===== config.mk =====
export PLATFORM = sky130hd
export DESIGN_NAME = shring_client
export DESIGN_NICKNAME = d
export VERILOG_FILES = /design/src/rtl/shring_pkg.sv /design/src/rtl/shring_cache.sv /design/src/rtl/shring_seq.sv /design/src/rtl/shring_client.sv
export SDC_FILE = /design/constraint.sdc
export NUM_CORES = 1
export LEC_CHECK = 0
export BUFFER_PORTS_ARGS = -buffer_cell sky130_fd_sc_hd__buf_2
export CORE_ASPECT_RATIO = 1.25
export CORE_UTILIZATION = 60
export DETAILED_ROUTE_END_ITERATION = 10
export PLACE_DENSITY = 0.79
export SLEW_MARGIN = 20
export SYNTH_ARGS = -nofsm -noshare
export SYNTH_HDL_FRONTEND = slang
export SYNTH_HIERARCHICAL = 1
export SYNTH_SLANG_ARGS = --single-unit

===== constraint.sdc =====
create_clock -name clk -period 5.5 [get_ports clk]
set_clock_uncertainty 0.1 [all_clocks]
set_input_delay 1.65 -clock clk [delete_from_list [all_inputs] [get_ports clk]]
set_output_delay 1.65 -clock clk [all_outputs]
set_load 0.01 [all_outputs]

===== src/rtl/shring_pkg.sv =====
// Shared definitions for the ring client: command codes, bus request
// kinds and the fixed layout of a ring header in remote memory.
package shring_pkg;
    typedef enum logic [2:0] {
        OP_INIT  = 3'd0,
        OP_EMPTY = 3'd1,
        OP_FULL  = 3'd2,
        OP_GET   = 3'd3,
        OP_PUT   = 3'd4
    } ring_op_e;

    typedef enum logic [1:0] {
        BK_ACQ = 2'd0,
        BK_REL = 2'd1,
        BK_RD  = 2'd2,
        BK_WR  = 2'd3
    } bus_kind_e;

    localparam int HDR_MASK_OFS = 0;
    localparam int HDR_PROD_OFS = 1;
    localparam int HDR_CONS_OFS = 2;
    localparam int HDR_DATA_OFS = 3;
endpackage


===== src/rtl/shring_cache.sv =====
// Per-ring local state: base, mask, producer and consumer index.
// Assumes one whole-entry write at a time; the read port is combinational.
module shring_cache #(
    parameter int NRINGS = 4,
    parameter int AW     = 16,
    localparam int SW    = (NRINGS > 1) ? $clog2(NRINGS) : 1
) (
    input  logic          clk,
    input  logic          rst_n,
    input  logic [SW-1:0] rd_sel,
    output logic [AW-1:0] rd_base,
    output logic [7:0]    rd_mask,
    output logic [7:0]    rd_prod,
    output logic [7:0]    rd_cons,
    input  logic          we,
    input  logic [SW-1:0] wr_sel,
    input  logic [AW-1:0] wr_base,
    input  logic [7:0]    wr_mask,
    input  logic [7:0]    wr_prod,
    input  logic [7:0]    wr_cons
);
    logic [AW-1:0] base_q [NRINGS];
    logic [7:0]    mask_q [NRINGS];
    logic [7:0]    prod_q [NRINGS];
    logic [7:0]    cons_q [NRINGS];

    for (genvar g = 0; g < NRINGS; g++) begin : g_entry
        // Hold one ring's entry; load it when this ring is written.
        always_ff @(posedge clk) begin
            if (!rst_n) begin
                base_q[g] <= '0;
                mask_q[g] <= '0;
                prod_q[g] <= '0;
                cons_q[g] <= '0;
            end else if (we && wr_sel == SW'(g)) begin
                base_q[g] <= wr_base;
                mask_q[g] <= wr_mask;
                prod_q[g] <= wr_prod;
                cons_q[g] <= wr_cons;
            end
        end
    end

    // Present the selected ring's entry.
    always_comb begin
        rd_base = base_q[rd_sel];
        rd_mask = mask_q[rd_sel];
        rd_prod = prod_q[rd_sel];
        rd_cons = cons_q[rd_sel];
    end
endmodule


===== src/rtl/shring_seq.sv =====
// Command sequencer: runs each command as acquire, header and data
// accesses, release, then response. It works on a private copy of the
// ring entry and commits it only when the command ends without a refused
// acquire. Assumes the bus controller answers each request a cycle or more
// later.
module shring_seq
    import shring_pkg::*;
#(
    parameter int NRINGS = 4,
    parameter int AW     = 16,
    localparam int SW    = (NRINGS > 1) ? $clog2(NRINGS) : 1
) (
    input  logic          clk,
    input  logic          rst_n,
    input  logic          cmd_valid,
    output logic          cmd_ready,
    input  logic [2:0]    cmd_op,
    input  logic [SW-1:0] cmd_ring,
    input  logic [AW-1:0] cmd_base,
    input  logic [7:0]    cmd_data,
    output logic          rsp_valid,
    output logic          rsp_flag,
    output logic          rsp_err,
    output logic [7:0]    rsp_data,
    output logic [SW-1:0] c_rd_sel,
    input  logic [AW-1:0] c_base,
    input  logic [7:0]    c_mask,
    input  logic [7:0]    c_prod,
    input  logic [7:0]    c_cons,
    output logic          c_we,
    output logic [SW-1:0] c_wr_sel,
    output logic [AW-1:0] c_wr_base,
    output logic [7:0]    c_wr_mask,
    output logic [7:0]    c_wr_prod,
    output logic [7:0]    c_wr_cons,
    output logic          bus_req_valid,
    output logic [1:0]    bus_req_kind,
    output logic [AW-1:0] bus_req_addr,
    output logic [7:0]    bus_req_wdata,
    input  logic          bus_done,
    input  logic          bus_ok,
    input  logic [7:0]    bus_rdata
);
    typedef enum logic [3:0] {
        S_IDLE, S_ACQ, S_RMASK, S_RPROD, S_RCONS,
        S_RDATA, S_WDATA, S_WIDX, S_REL, S_RESP
    } seq_state_e;

    seq_state_e    state;
    ring_op_e      op_q;
    logic [SW-1:0] ring_q;
    logic [7:0]    data_q;
    logic [AW-1:0] w_base;
    logic [7:0]    w_mask, w_prod, w_cons, rdat_q;
    logic          pend, owned, retry, commit, flag_q, err_q;
    logic [7:0]    prod_nxt, cons_nxt;
    logic          step;

    assign prod_nxt = (w_prod + 8'd1) & w_mask;
    assign cons_nxt = (w_cons + 8'd1) & w_mask;
    assign step     = (state != S_IDLE) && (state != S_RESP);

    assign cmd_ready = (state == S_IDLE);
    assign rsp_valid = (state == S_RESP);
    assign rsp_flag  = flag_q;
    assign rsp_err   = err_q;
    assign rsp_data  = rdat_q;

    assign c_rd_sel  = cmd_ring;
    assign c_we      = (state == S_RESP) && commit;
    assign c_wr_sel  = ring_q;
    assign c_wr_base = w_base;
    assign c_wr_mask = w_mask;
    assign c_wr_prod = w_prod;
    assign c_wr_cons = w_cons;

    // Form the bus request for the current step; one per step.
    always_comb begin
        bus_req_valid = step && !pend;
        bus_req_kind  = BK_RD;
        bus_req_addr  = '0;
        bus_req_wdata = '0;
        case (state)
            S_ACQ:   bus_req_kind = BK_ACQ;
            S_REL:   bus_req_kind = BK_REL;
            S_RMASK: bus_req_addr = w_base + AW'(HDR_MASK_OFS);
            S_RPROD: bus_req_addr = w_base + AW'(HDR_PROD_OFS);
            S_RCONS: bus_req_addr = w_base + AW'(HDR_CONS_OFS);
            S_RDATA: bus_req_addr = w_base + AW'(HDR_DATA_OFS) + AW'(w_cons);
            S_WDATA: begin
                bus_req_kind  = BK_WR;
                bus_req_addr  = w_base + AW'(HDR_DATA_OFS) + AW'(w_prod);
                bus_req_wdata = data_q;
            end
            S_WIDX: begin
                bus_req_kind = BK_WR;
                if (op_q == OP_GET) begin
                    bus_req_addr  = w_base + AW'(HDR_CONS_OFS);
                    bus_req_wdata = w_cons;
                end else begin
                    bus_req_addr  = w_base + AW'(HDR_PROD_OFS);
                    bus_req_wdata = w_prod;
                end
            end
            default: ;
        endcase
    end

    // Step the command sequence and track ownership and the outstanding request.
    always_ff @(posedge clk) begin
        if (!rst_n) begin
            state  <= S_IDLE;
            op_q   <= OP_INIT;
            ring_q <= '0;
            data_q <= '0;
            w_base <= '0;
            w_mask <= '0;
            w_prod <= '0;
            w_cons <= '0;
            rdat_q <= '0;
            pend   <= 1'b0;
            owned  <= 1'b0;
            retry  <= 1'b0;
            commit <= 1'b0;
            flag_q <= 1'b0;
            err_q  <= 1'b0;
        end else begin
            if (bus_req_valid)
                pend <= 1'b1;
            else if (bus_done)
                pend <= 1'b0;
            case (state)
                S_IDLE: if (cmd_valid) begin
                    op_q   <= ring_op_e'(cmd_op);
                    ring_q <= cmd_ring;
                    data_q <= cmd_data;
                    w_base <= c_base;
                    w_mask <= c_mask;
                    w_prod <= c_prod;
                    w_cons <= c_cons;
                    rdat_q <= '0;
                    flag_q <= 1'b0;
                    err_q  <= 1'b0;
                    retry  <= 1'b0;
                    commit <= 1'b0;
                    if (cmd_op == OP_INIT) begin
                        w_base <= cmd_base;
                        if (cmd_base == '0) begin
                            w_mask <= '0;
                            w_prod <= '0;
                            w_cons <= '0;
                            commit <= 1'b1;
                            state  <= S_RESP;
                        end else begin
                            state <= S_ACQ;
                        end
                    end else if (c_base == '0) begin
                        flag_q <= (cmd_op == OP_EMPTY);
                        state  <= S_RESP;
                    end else begin
                        state <= S_ACQ;
                    end
                end
                S_ACQ: if (bus_done) begin
                    if (bus_ok) begin
                        owned <= 1'b1;
                        case (op_q)
                            OP_INIT:          state <= S_RMASK;
                            OP_EMPTY, OP_GET: state <= S_RPROD;
                            OP_FULL, OP_PUT:  state <= S_RCONS;
                            default:          state <= S_REL;
                        endcase
                    end else begin
                        err_q <= 1'b1;
                        state <= S_RESP;
                    end
                end
                S_RMASK: if (bus_done) begin
                    w_mask <= bus_rdata;
                    state  <= S_RPROD;
                end
                S_RPROD: if (bus_done) begin
                    case (op_q)
                        OP_INIT: begin
                            w_prod <= bus_rdata;
                            state  <= S_RCONS;
                        end
                        OP_EMPTY: begin
                            flag_q <= (bus_rdata == w_cons);
                            state  <= S_REL;
                        end
                        OP_GET: state <= (bus_rdata == w_cons) ? S_REL : S_RDATA;
                        default: state <= S_REL;
                    endcase
                end
                S_RCONS: if (bus_done) begin
                    case (op_q)
                        OP_INIT: begin
                            w_cons <= bus_rdata;
                            flag_q <= 1'b1;
                            state  <= S_REL;
                        end
                        OP_FULL: begin
                            flag_q <= (prod_nxt == bus_rdata);
                            state  <= S_REL;
                        end
                        OP_PUT: begin
                            if (prod_nxt == bus_rdata) begin
                                retry <= 1'b1;
                                state <= S_REL;
                            end else begin
                                state <= S_WDATA;
                            end
                        end
                        default: state <= S_REL;
                    endcase
                end
                S_RDATA: if (bus_done) begin
                    rdat_q <= bus_rdata;
                    w_cons <= cons_nxt;
                    flag_q <= 1'b1;
                    state  <= S_WIDX;
                end
                S_WDATA: if (bus_done) begin
                    w_prod <= prod_nxt;
                    flag_q <= 1'b1;
                    state  <= S_WIDX;
                end
                S_WIDX: if (bus_done) state <= S_REL;
                S_REL: if (bus_done) begin
                    owned <= 1'b0;
                    if (retry) begin
                        retry <= 1'b0;
                        state <= S_ACQ;
                    end else begin
                        commit <= 1'b1;
                        state  <= S_RESP;
                    end
                end
                S_RESP: state <= S_IDLE;
                default: state <= S_IDLE;
            endcase
        end
    end

    // Memory cycles only while the bus is owned.
    assert_mem_owned_R11: assert property (@(posedge clk) disable iff (!rst_n)
        (bus_req_valid && (bus_req_kind == BK_RD || bus_req_kind == BK_WR)) |-> owned);
    // A release is only issued for an ownership actually held.
    assert_rel_owned_R11: assert property (@(posedge clk) disable iff (!rst_n)
        (bus_req_valid && bus_req_kind == BK_REL) |-> owned);
    // A request strobe is never followed directly by another.
    assert_one_outstanding_R11: assert property (@(posedge clk) disable iff (!rst_n)
        bus_req_valid |=> !bus_req_valid);
    // A refused acquire never reaches the cached state.
    assert_abort_no_commit_R9: assert property (@(posedge clk) disable iff (!rst_n)
        (rsp_valid && rsp_err) |-> !c_we);
    // Ownership has been given back by the time a response appears.
    assert_released_at_rsp_R5: assert property (@(posedge clk) disable iff (!rst_n)
        rsp_valid |-> !owned);
endmodule


===== src/rtl/shring_client.sv =====
// Top of the shared-memory ring client: a per-ring state cache and the
// command sequencer that reaches remote memory through the bus channel.
// Assumes one command at a time and one outstanding bus request.
module shring_client #(
    parameter int NRINGS = 4,
    parameter int AW     = 16,
    localparam int SW    = (NRINGS > 1) ? $clog2(NRINGS) : 1
) (
    input  logic          clk,
    input  logic          rst_n,
    input  logic          cmd_valid,
    output logic          cmd_ready,
    input  logic [2:0]    cmd_op,
    input  logic [SW-1:0] cmd_ring,
    input  logic [AW-1:0] cmd_base,
    input  logic [7:0]    cmd_data,
    output logic          rsp_valid,
    output logic          rsp_flag,
    output logic          rsp_err,
    output logic [7:0]    rsp_data,
    output logic          bus_req_valid,
    output logic [1:0]    bus_req_kind,
    output logic [AW-1:0] bus_req_addr,
    output logic [7:0]    bus_req_wdata,
    input  logic          bus_done,
    input  logic          bus_ok,
    input  logic [7:0]    bus_rdata
);
    logic [SW-1:0] rd_sel, wr_sel;
    logic [AW-1:0] rd_base, wr_base;
    logic [7:0]    rd_mask, rd_prod, rd_cons;
    logic [7:0]    wr_mask, wr_prod, wr_cons;
    logic          we;

    shring_cache #(.NRINGS(NRINGS), .AW(AW)) u_cache (
        .clk(clk), .rst_n(rst_n),
        .rd_sel(rd_sel), .rd_base(rd_base), .rd_mask(rd_mask),
        .rd_prod(rd_prod), .rd_cons(rd_cons),
        .we(we), .wr_sel(wr_sel), .wr_base(wr_base), .wr_mask(wr_mask),
        .wr_prod(wr_prod), .wr_cons(wr_cons)
    );

    shring_seq #(.NRINGS(NRINGS), .AW(AW)) u_seq (
        .clk(clk), .rst_n(rst_n),
        .cmd_valid(cmd_valid), .cmd_ready(cmd_ready), .cmd_op(cmd_op),
        .cmd_ring(cmd_ring), .cmd_base(cmd_base), .cmd_data(cmd_data),
        .rsp_valid(rsp_valid), .rsp_flag(rsp_flag), .rsp_err(rsp_err),
        .rsp_data(rsp_data),
        .c_rd_sel(rd_sel), .c_base(rd_base), .c_mask(rd_mask),
        .c_prod(rd_prod), .c_cons(rd_cons),
        .c_we(we), .c_wr_sel(wr_sel), .c_wr_base(wr_base),
        .c_wr_mask(wr_mask), .c_wr_prod(wr_prod), .c_wr_cons(wr_cons),
        .bus_req_valid(bus_req_valid), .bus_req_kind(bus_req_kind),
        .bus_req_addr(bus_req_addr), .bus_req_wdata(bus_req_wdata),
        .bus_done(bus_done), .bus_ok(bus_ok), .bus_rdata(bus_rdata)
    );
endmodule


* Yosys cells after proc, flatten, opt, wreduce, memory -nomap -nowiden
Memory sizes are Yosys's and may differ from the RTL's.
Index checks and enable logic that the tools add are counted.
** Storage, ports and cells
- Bits in registers :: 70
- Memory bits (writable) :: 160
- Input bits :: 42
- Output and inout bits :: 39
- Word-level logic and storage cells :: 217
- Memories kept :: 4
** Cells by class
- Add/subtract/negate cells :: 7
- Equal/unequal tests :: 38
- Muxes and demuxes :: 98
- Bitwise logic cells :: 18
- Reduce and logical (&&, ||, !) cells :: 38
** Memories
- u_cache.base_q :: depth 4, bits a word 16, rd ports 1, clocked after Yosys merged registers in 0, write ports 4, line shring_cache.sv:22 : logic [AW-1:0] base_q [NRINGS];
- u_cache.cons_q :: depth 4, bits a word 8, rd ports 1, clocked after Yosys merged registers in 0, write ports 4, line shring_cache.sv:25 : logic [7:0] cons_q [NRINGS];
- u_cache.mask_q :: depth 4, bits a word 8, rd ports 1, clocked after Yosys merged registers in 0, write ports 4, line shring_cache.sv:23 : logic [7:0] mask_q [NRINGS];
- u_cache.prod_q :: depth 4, bits a word 8, rd ports 1, clocked after Yosys merged registers in 0, write ports 4, line shring_cache.sv:24 : logic [7:0] prod_q [NRINGS];
** Operator list (number)
- 2-to-1 mux 8 bit :: 28
- 2-to-1 mux 16 bit :: 6
- case mux 16 bit (6 select lines) :: 1
- 2-to-1 mux 4 bit :: 16
- case mux 8 bit (2 select lines) :: 3
- case mux 8 bit (3 select lines) :: 2
- 2-to-1 mux 1 bit :: 33
- adder 16 x 2 -> 16 bit, second input constant :: 2
- adder 16 x 8 -> 16 bit :: 2
- logical NOT 16 bit :: 2
- case mux 4 bit (8 select lines) :: 1
- != test 2 bit, second input constant :: 13
- adder 16 x 1 -> 16 bit, second input constant :: 1
- adder 8 x 1 -> 8 bit, second input constant :: 2
- bitwise AND 8 bit :: 2
- == test 4 x 3 -> 1 bit, second input constant :: 4
- == test 8 bit :: 2
- OR 1 bit :: 16
- case mux 4 bit (3 select lines) :: 1
- AND reduction 5 bit :: 2
- nonzero test 2 bit :: 5
- nonzero test 3 bit :: 3
- == test 4 x 2 -> 1 bit, second input constant :: 2
- == test 4 bit, second input constant :: 2
- other kinds (27) :: 48

* Logic depth before layout (Yosys ltp)
Gate-level depths: netlist of run 1.
- Word-level depth :: 7
- Mapped depth :: 16
- Depth with buffers taken out :: 14

* Modules after synthesis
Netlist of run 1, hierarchy kept.
** By module, submodules not included
- shring_cache :: instances 1, cells an instance 396, area each 6952.9 um2, sequential area each 4804.6 um2
- shring_seq :: instances 1, cells an instance 789, area each 5869.4 um2, sequential area each 1401.3 um2

* Least setup slack after synthesis of run 1
OpenSTA, ideal clock, no wires.
- Path kind :: reg2out
- Start point :: register u_seq.state[3]
- End point :: output port bus_req_addr[15]
- Data arrival time :: 3563 ps
- Required time :: 3750 ps
- Path slack :: 187 ps
- Cell stages (with the launch flop) :: 15
- Path buffers :: 3
- Path through :: dfxtp_1 > clkbuf_1 > nand2b_1 > buf_4 > nor2_1 > clkbuf_1 > mux2_2 > ha_1 > a21oi_1 > and2_1 > a32o_1 > nand2b_1 > or4_1 > xnor2_1 > a221o_1
** On the way
- Word-level cells in the longest chain between the ends :: 2
- Elaborated cells on any way between the ends :: 7
- Classes of those cells :: eq/ne (6); mux (1)
** Ends and longest elaborated chain
- from (decl) :: line shring_seq.sv:49 : seq_state_e state;
- from (signal assigned) :: line shring_seq.sv:192 : OP_GET: state <= (bus_rdata == w_cons) ? S_REL : S_RDATA;
- == test 4 x 3 -> 1 bit / == test 4 x 2 -> 1 bit (equally long branches) :: line shring_seq.sv:83 : case (state)
- case mux 16 bit (6 select lines) * :: line shring_seq.sv:83
- to (decl) :: line shring_client.sv:23 : output logic [AW-1:0] bus_req_addr,
Every way passes the cells marked *; elsewhere a longest branch is shown, timed or not.

* Worst setup path in the final report of run 1
Ends and elaborated chain as after synthesis.

==> flow_summary.toml, run 1 <==
[sta]
layout_setup_ws_ns = 0.1029
final.hold.worst_slack_ns = 0.3671
fin_tns_setup_ns = 0
slew_violations = 0
final.min_clock_period_ns = 5.397
worst_slew_pin_slew_ns = 1.136
setup_viol = 0
final_hold_viol_count = 0
grt_setup_unrepaired = "yes"
peak_clock_frequency_supported_by_timing_mhz = 185.3
layout_worst_path_cycle_share_pct = 98.13
maxSlewHeadroom_pct = 23.57

[cells_and_area]
mostFrequentLayoutCell = "and2_1"
drive_above_1_share_pct = 20.91
cell_area_after_layout_um2 = 14550
finish.net_count = 1311
synthToLayoutAreaGrowth_pct = 13.49
mostFrequentLayoutCells = "and2_1 (165), edfxtp_1 (160), nand2_1 (125)"
diodes = 0
final_core_occ_pct = 69.65
post_layout_nonfiller_instances = 1546

[clock_tree]
clk_pin_slew_ns = 0.06
clk_latency_ns = 0.54
ctsLongestPathBuffers = 3
cts-buffers-inserted = 24
cts_tree = "yes"
clockRootBuffer = "clkbuf_16"
numClockSinks = 230
post_cts_hold_buffer_count = 0
cts-htree-levels = 1

[global_route]
grt_antenna_before_repair = 0
global_route.usage.total_pct = 33.58
first_global_vias = 9899
grt_pass1_wl_mm = 55.67
globalRoute.totalOverflow = 0
grt_start_max_net_pins = 58

[floorplan]
i_o_pin_count = 81
floorplan.die.height_um = 165.4
fp.dieArea_um2 = 21960
standard_cell_row_count = 59
die_width_um = 132.8
effective_utilization_at_floorplan_pct = 61.38
core_area_um2 = 20890

[placement]
placement_cell_area_um2 = 13550
pre_cts_slack_ns = 0.3268
dpl.hpwl_mm = 23.41
buffer_ports.inserted = 80
place_congestion = 0.9477
dp_cells = 1498

[setup_path]
worstSetupEndpointType = "output port"
worst_setup_sp_type = "flip-flop"
crit_path_max_fanout = 5
worstPathArrival_ns = 3.65
timing.setup.critical_path_class = "reg2out"
cp.required_ns = 3.75

[worst_hold_path]
timing.hold.worst.class = "reg2reg"

[status]
run_status = "finished clean"

[power]
power.leakage_nw = 5.846
report.power.total_mw = 4.512
max-vdd-ir-drop_mv = 0.2833
power.density_cell_area_nw_per_um2 = 310.1

[flow_run]
maxCapViolations = 0

[synth]
synth-edff-count = 160
synthFlopType = "edfxtp_1"
synth_largest_type_area_fraction_pct = 37.47
ys_seq_elements = 230
ys_seq_area_share_pct = 48.40
post_synthesis_net_count = 1242
synth.cell_area_um2 = 12820
synth_area_leader_cell = "edfxtp_1"
postSynthCellCount = 1185
asyncSetResetFlopFracSynth_pct = 0
netlist_top_cells_area = "edfxtp_1 (37%), dfxtp_1 (11%), and2_1 (8.1%)"
unique_masters_post_synth = 70
yosys_warnings = 6
postSynthAreaPerCell_um2 = 10.82

[detailed_routing]
firstDrtPassIters = 8
drcViolationCount = 0
detail_route.iter0.violations = 1221
wirelength_mm = 36.87
routed_wire_length_per_instance_um = 23.85
route.antenna.remaining_nets = 0
avgViaCountPerCell = 6.620
via_count = 10240
==> report_power, final <==
| part | internal (mW) | switching, mW |
|---|---|---|
| combinational | 0.300 | 0.464 |
| clock | 0.996 | 0.682 |
| sequential | 1.95 | 0.123 |
| total | 3.24 | 1.27 |
==> cell type report <==
type	count	area, µm²
fill	1547	6340
multi-input combinational	851	6294
tap	274	342.8
inverter	16	60.06
clock buffer	37	752.0
clock inverter	7	86.33
sequential	230	6213
timing repair buffer	131	803.3
==> path summary, 6_finish.rpt <==
check,cells after the start,startpoint,end,slack (ns)
worst min-delay path,2,u_seq/data_q[0],u_seq/data_q[0],0.37
worst max register to register,8,u_seq/state[1],u_cache/prod_q[0][6],2.22
worst max-delay path,12,u_seq/state[3],bus_req_addr[15],0.10
worst min register to register,2,u_seq/data_q[0],u_seq/data_q[0],0.37
==> cells in the mapped netlist (9+ instances only) <==
cell type	count
nand3_1	27
inv_1	16
nor4_1	15
a21oi_1	34
o21ai_0	61
mux2i_1	29
clkbuf_1	61
nor3_1	21
xnor2_1	20
dfxtp_1	70
nor2_1	41
nand2b_1	9
mux4_2	40
and2_1	165
a21boi_0	17
xor2_1	31
o211a_1	29
a32oi_1	9
a22oi_1	21
nor2b_1	16
edfxtp_1	160
nand2_1	126
ha_1	14
a31oi_1	12
nand4_1	9
==> cells by family (layout without fill, tap and decap cells) <==
group           Yosys count  after routing  synth area share (%)
compound gates          243            243                 13.21
mux                      77             77                 9.992
fa+ha+maj                15             15                 1.522
flops                   230            230                 48.40
simple gates            465            465                 19.43
xor+xnor                 51             51                 3.484
buf+inv                 104            191                 3.962
==> per-layer routing <==
layer,up-vias,track usage (%),share of wire [%]
li1,4528,-,-
met1,4950,42.01,37
met2,629,57.39,49
met3,128,4.121,9.0
met4,0,18.03,5.4
met5,-,0,0
==> what timing repair did <==
action                                  CTS  global route
cloned                                    1             0
buffers inserted                          1             2
pin swaps                                 1            10
endpoints found under the setup margin    2             6
resized for setup                        12            22
==> flip-flops by register name, indices dropped and copies added, names as in the netlist, 2 cells and up <==
signal / count
u_seq/state: 4
u_cache/mask_q: 32
u_seq/c_wr_prod: 8
u_cache/prod_q: 32
u_seq/c_wr_mask: 8
u_seq/data_q: 8
u_cache/cons_q: 32
u_cache/base_q: 64
u_seq/c_wr_base: 16
u_seq/op_q: 3
u_seq/rsp_data: 8
u_seq/c_wr_cons: 8
u_seq/c_wr_sel: 2
==> worst max-delay path: stages (launching register included) <==
cell and delay (ns):
dfxtp_2 0.32, nand2b_4 0.15, nor2_4 0.15, buf_6 0.15
mux2_2 0.34, ha_2 0.37, nand4_1 0.15, a32o_2 0.34
nand2b_4 0.14, or4_4 0.42, xnor2_1 0.14, a221o_1 0.31
buf_2 0.14
Note: power is estimated with default switching activity, not from simulation.
==> run 2, diff against run 1 <==
Settings changed: ABC_AREA from default to 1, CORE_UTILIZATION 60 to 32, CTS_BUF_LIST from default to sky130_fd_sc_hd__clkbuf_8, PLACE_DENSITY 0.79 to default.
==> flow_summary.toml, run 2 <==
[status]
run_status = "finished clean"

[sta]
layout_worst_path_cycle_share_pct = 95.26
layout_setup_ws_ns = 0.2606
fin_tns_setup_ns = 0
slew_violations = 0
final.min_clock_period_ns = 5.239
final_hold_viol_count = 0
grt_setup_unrepaired = "no"
maxSlewHeadroom_pct = 26.64
worst_slew_pin_slew_ns = 1.098
peak_clock_frequency_supported_by_timing_mhz = 190.9
setup_viol = 0

[setup_path]
crit_path_max_fanout = 6
critical_path.reg2reg.endpoint = "u_seq/rsp_data[3]"
cp.required_ns = 3.75
setup.reg_to_reg.worst_slack_ns = 2.65
worst_setup_path_endpoint = "bus_req_addr[14]"
timing.setup.critical_path_class = "reg2out"
cp-startpoint = "u_seq/state[3]"
worstPathArrival_ns = 3.49
rr_worst_depth = 10
worst_setup_sp_type = "flip-flop"
worstSetupEndpointType = "output port"
critical_path.reg2reg.startpoint = "u_seq/state[2]"

[synth]
yosys_warnings = 6
synth.cell_area_um2 = 13690
postSynthCellCount = 1807
ys_seq_area_share_pct = 45.34
asyncSetResetFlopFracSynth_pct = 0
netlist_top_cells_area = "edfxtp_1 (35%), dfxtp_1 (10%), nand2_1 (10%)"
unique_masters_post_synth = 53
synth_largest_type_area_fraction_pct = 35.10
synth-edff-count = 160
ys_seq_elements = 230
synthFlopType = "edfxtp_1"
synth.top_cells.by_count = "nand2_1 (370), inv_1 (326), nor2_1 (243)"
post_synthesis_net_count = 1864
synth_area_leader_cell = "edfxtp_1"
yosys.cell_count.top_type = "nand2_1"
postSynthAreaPerCell_um2 = 7.574

[floorplan]
floorplan.die.height_um = 233.2
standard_cell_row_count = 84
core_area_um2 = 42150
die_width_um = 187.0
effective_utilization_at_floorplan_pct = 32.48
i_o_pin_count = 81
fp.dieArea_um2 = 43610

[clock_tree]
clk_pin_slew_ns = 0.06
clockRootBuffer = "clkbuf_8"
post_cts_hold_buffer_count = 0
cts-buffers-inserted = 36
cts-htree-levels = 2
numClockSinks = 230
cts_tree = "yes"
clk_latency_ns = 0.56
ctsLongestPathBuffers = 3

[cells_and_area]
finish.net_count = 1919
mostFrequentLayoutCell = "nand2_1"
largest_register_ffs = 64
synthToLayoutAreaGrowth_pct = 10.92
cell_area_after_layout_um2 = 15180
num-fill-cells = 4374
mostFrequentLayoutCells = "nand2_1 (365), inv_1 (340), nor2_1 (243)"
drive_above_1_share_pct = 11.54
largest-register = "u_cache/base_q"
post_layout_nonfiller_instances = 2450

[detailed_routing]
avgViaCountPerCell = 5.050
routed_wire_length_per_instance_um = 17.17
route.antenna.remaining_nets = 0
detail_route.iter0.violations = 889
drcViolationCount = 0
via_count = 12370
firstDrtPassIters = 5
wirelength_mm = 42.07

[power]
power.density_cell_area_nw_per_um2 = 356.5
power.leakage_nw = 6.529
p_int_mw = 3.272
power.share.sequential_pct = 44.0
max-vdd-ir-drop_mv = 0.2158
power.share.clock_pct = 26.5
combinationalPowerShare_pct = 29.6
swShare_pct = 39.53
reported_net_switching_power_mw = 2.140

[placement]
pre_cts_slack_ns = 0.5357
dpl.hpwl_mm = 28.70
buffer_ports.inserted = 80
dp_cells = 2381
place_congestion = 0.9373
placement_cell_area_um2 = 14440

[flow_run]
maxCapViolations = 0

[global_route]
global_route.usage.total_pct = 19.14
grt_pass1_wl_mm = 65.35
first_global_vias = 11700
globalRoute.totalOverflow = 0
grt_start_max_net_pins = 53
grt_antenna_before_repair = 2

[worst_hold_path]
timing.hold.worst.class = "reg2reg"
## run 2: cell types whose count changed in the layout (fill, tap and decap cells not counted), moves of 49 or more
cell     before  now
a21oi_1      32   81
and2_1      165    0
inv_1        14  340
nand2_1     125  365
nand3_1      27  145
nor2_1       38  243
## run 2: layout make-up
class	count	area (µm²)	share of cell area, %
well taps	559	699.4	4.607
clock buffers	41	564.3	3.717
flip-flops and latches	230	6211	40.91
clock inverters	24	137.6	0.9065
multi-input cells	1156	5749	37.87
diodes	2	5.005	0.03297
inverters	339	1272	8.381
repair buffers	99	543.0	3.577
## run 2: timing repair
item	in CTS	in global routing
pin swaps	0	1
endpoints found under the setup margin	3	7
buffers inserted	0	2
gates resized for setup	2	9
## run 2: per-layer routing
| layer | global-route usage, % | up-vias | wire length, µm |
|---|---|---|---|
| met4 | 10.30 | 0 | 2018 |
| met1 | 23.47 | 5909 | 17860 |
| met2 | 33.09 | 400 | 20170 |
| met3 | 1.983 | 126 | 2018 |
| met5 | 0 | - | 0 |
| li1 | - | 5937 | - |
## run 2: power by group through the flow
stage                     clock network [mW]  registers [mW]  logic (mW)
after global placement                     0            2.39        1.56
after CTS                               1.46            2.36        1.59
after detailed placement                   0            2.40        1.58
after floorplan                            0            2.25        1.17
final                                   1.43            2.38        1.60
after global routing                    1.53            2.39        1.79
## run 2: worst min-delay path by stage
stage,startpoint,end,cells after the start
after floorplan,u_seq/data_q[7],u_seq/data_q[7],2
after global placement,u_seq/rsp_err,u_seq/rsp_err,2
after detailed placement,u_seq/rsp_err,u_seq/rsp_err,2
after CTS,u_seq/rsp_data[7],u_seq/rsp_data[7],2
after global routing,u_seq/rsp_data[6],u_seq/rsp_data[6],2
final,u_seq/rsp_data[7],u_seq/rsp_data[7],2
## run 2: worst max-delay path: stages, from the launching register on
cell and delay, ns:
dfxtp_2 0.37, inv_2 0.07, nand2_2 0.11, inv_2 0.07, nand2_2 0.11, nand2_1 0.06, o21ai_1 0.09, buf_4 0.13
ha_1 0.15, inv_1 0.06, fa_1 0.40, inv_1 0.09, nand3_1 0.08, a21oi_1 0.17, nor2_1 0.09, o21ai_2 0.18
nand2_2 0.11, nor2_2 0.15, nand2_1 0.09, o21ai_1 0.13, nand2_1 0.07, nand2_1 0.05, buf_2 0.12
## run 2: cell families after synthesis
group / count (synthesis) / share of synthesized area (%)
xor gates and xnor gates: 29 / 2.020
and+or+nand+nor: 839 / 26.60
buffers and inverters: 421 / 12.92
DFF: 230 / 45.34
AOI/OAI and AO/OA: 273 / 11.69
adders and majority gates: 15 / 1.426
## run 2: through the flow
step	total power, mW	util (%)	hold WS, ns
3_3_place_gp	3.945	34.25	0.3472
3_5_place_dp	3.974	34.27	0.3583
6_report	5.412	36.02	0.3705
2_1_floorplan	3.415	-	0.3297
5_1_grt	5.720	36.02	0.3837
4_1_cts	5.405	35.94	0.3709
==> run 3, diff against run 2 <==
Settings changed: GPL_TIMING_DRIVEN from default to 0.
==> flow_summary.toml, run 3 (synthesized netlist as in run 2, its figures left out) <==
[status]
run_status = "finished clean"

[cells_and_area]
largest_register_ffs = 64
mostFrequentLayoutCell = "nand2_1"
final_core_occ_pct = 37.15
synthToLayoutAreaGrowth_pct = 14.41
finish.net_count = 1987
drive_above_1_share_pct = 13.33
mostFrequentLayoutCells = "nand2_1 (365), inv_1 (336), nor2_1 (242)"
largest-register = "u_cache/base_q"
num-fill-cells = 4387

[floorplan]
core_area_um2 = 42150
standard_cell_row_count = 84
effective_utilization_at_floorplan_pct = 32.48
i_o_pin_count = 81
die_width_um = 187.0
fp.dieArea_um2 = 43610
floorplan.die.height_um = 233.2

[sta]
final_hold_viol_count = 0
maxSlewHeadroom_pct = 48.13
worst_slew_pin_slew_ns = 0.7781
layout_worst_path_cycle_share_pct = 96.87
setup_viol = 0
layout_setup_ws_ns = 0.1721
peak_clock_frequency_supported_by_timing_mhz = 187.7
final.min_clock_period_ns = 5.328
slew_violations = 0

[power]
report.power.total_mw = 5.549
power.leakage_nw = 6.741
max-vdd-ir-drop_mv = 0.2543
power.density_cell_area_nw_per_um2 = 354.4

[flow_run]
maxCapViolations = 0

[placement]
dpl.hpwl_mm = 33.82
pre_cts_slack_ns = -0.2288
place_congestion = 0.9407
buffer_ports.inserted = 79

[setup_path]
cp-startpoint = "u_seq/state[3]"
crit_path_max_fanout = 10
critical_path.reg2reg.startpoint = "u_seq/state[0]"
worstPathArrival_ns = 3.58
worst_setup_sp_type = "flip-flop"
timing.setup.critical_path_class = "reg2out"
cp.required_ns = 3.75
worstSetupEndpointType = "output port"

[global_route]
grt_pass1_wl_mm = 69.17
grt_antenna_before_repair = 1
first_global_vias = 12080
global_route.usage.total_pct = 20.75
grt_start_max_net_pins = 41
globalRoute.totalOverflow = 0

[clock_tree]
numClockSinks = 230
ctsLongestPathBuffers = 3
cts_tree = "yes"
clockRootBuffer = "clkbuf_8"
post_cts_hold_buffer_count = 0
clk_latency_ns = 0.59
cts-buffers-inserted = 37
cts-htree-levels = 2
clk_pin_slew_ns = 0.07

[detailed_routing]
firstDrtPassIters = 5
routed_wire_length_per_instance_um = 18.05
wirelength_mm = 45.44
avgViaCountPerCell = 4.991
detail_route.iter0.violations = 1044
via_count = 12570
route.antenna.remaining_nets = 0
drcViolationCount = 0

[worst_hold_path]
timing.hold.worst.start = "u_seq/rsp_data[6]"
timing.hold.worst.class = "reg2reg"
-- run 3: changes by cell type in the layout (fill, tap and decap cells not counted), sizes merged --
cell      previous run  this run
clkinv               4        11
clkinvlp             2         3
buf                 99       126
inv                356       352
diode                2         1
clkbuf              41        79
-- run 3: worst paths after layout --
| check | cells past startpoint | slack [ns] | to |
|---|---|---|---|
| min | 2 | 0.37 | u_seq/rsp_data[6] |
| max | 21 | 0.17 | bus_req_addr[14] |
| min reg2reg | 2 | 0.37 | u_seq/rsp_data[6] |
| max reg2reg | 7 | 2.74 | u_cache/base_q[2][9] |
-- run 3: critical path: stages (launching register included) --
cell and delay [ns]:
dfxtp_4 0.36, inv_2 0.09, nand2_4 0.07, inv_4 0.09, nand2_8 0.08, buf_8 0.15
o21ai_4 0.19, ha_2 0.22, inv_1 0.05, fa_1 0.38, inv_1 0.10, nand3_2 0.08
a21oi_2 0.14, nor2_1 0.08, o21ai_2 0.16, nand2_2 0.11, nor2_4 0.14, nand2_1 0.08
o21ai_1 0.14, nand2_1 0.09, nand2_1 0.07, buf_2 0.13
-- run 3: power by group --
group | switching, mW | internal (mW) | total, mW
combinational | 1.25 | 0.526 | 1.77
clock | 0.731 | 0.714 | 1.44
sequential | 0.280 | 2.05 | 2.33
-- run 3: routing by layer --
layer,track usage (%),wire length (µm),vias up
li1,-,-,6090
met1,25.21,19100,5925
met2,36.02,21770,433
met3,2.524,2271,120
met4,10.91,2296,0
met5,0,0,-
-- run 3: stage by stage --
step	std cells	setup TNS, ns	hold WS [ns]	cell area, µm²
final	2518	0	0.3653	15660
after CTS	2512	-0.03028	0.3651	15580
after floorplan	1807	0	0.3297	13690
after global routing	2518	-0.001413	0.3917	15660
after detailed placement	2445	-0.5188	0.3523	14810
after global placement	2445	-0.3175	0.3475	14780
-- run 3: layout make-up --
| type | count | area (µm²) | area share [%] |
|---|---|---|---|
| sequential | 230 | 6220 | 39.72 |
| clock buffer | 39 | 536.8 | 3.428 |
| tap | 559 | 699.4 | 4.467 |
| inverter | 339 | 1275 | 8.142 |
| multi-input combinational | 1156 | 5814 | 37.13 |
| buffer | 82 | 518.0 | 3.308 |
| clock inverter | 28 | 160.2 | 1.023 |
| timing repair buffer | 84 | 432.9 | 2.765 |
| antenna | 1 | 2.502 | 0.01598 |
-- run 3: what timing repair did --
item                       in CTS  in global routing
pin swaps                       8                  5
resized for setup              29                 15
hold endpoints to repair        0                  0
setup endpoints to repair      14                  8
buffers inserted                0                  5
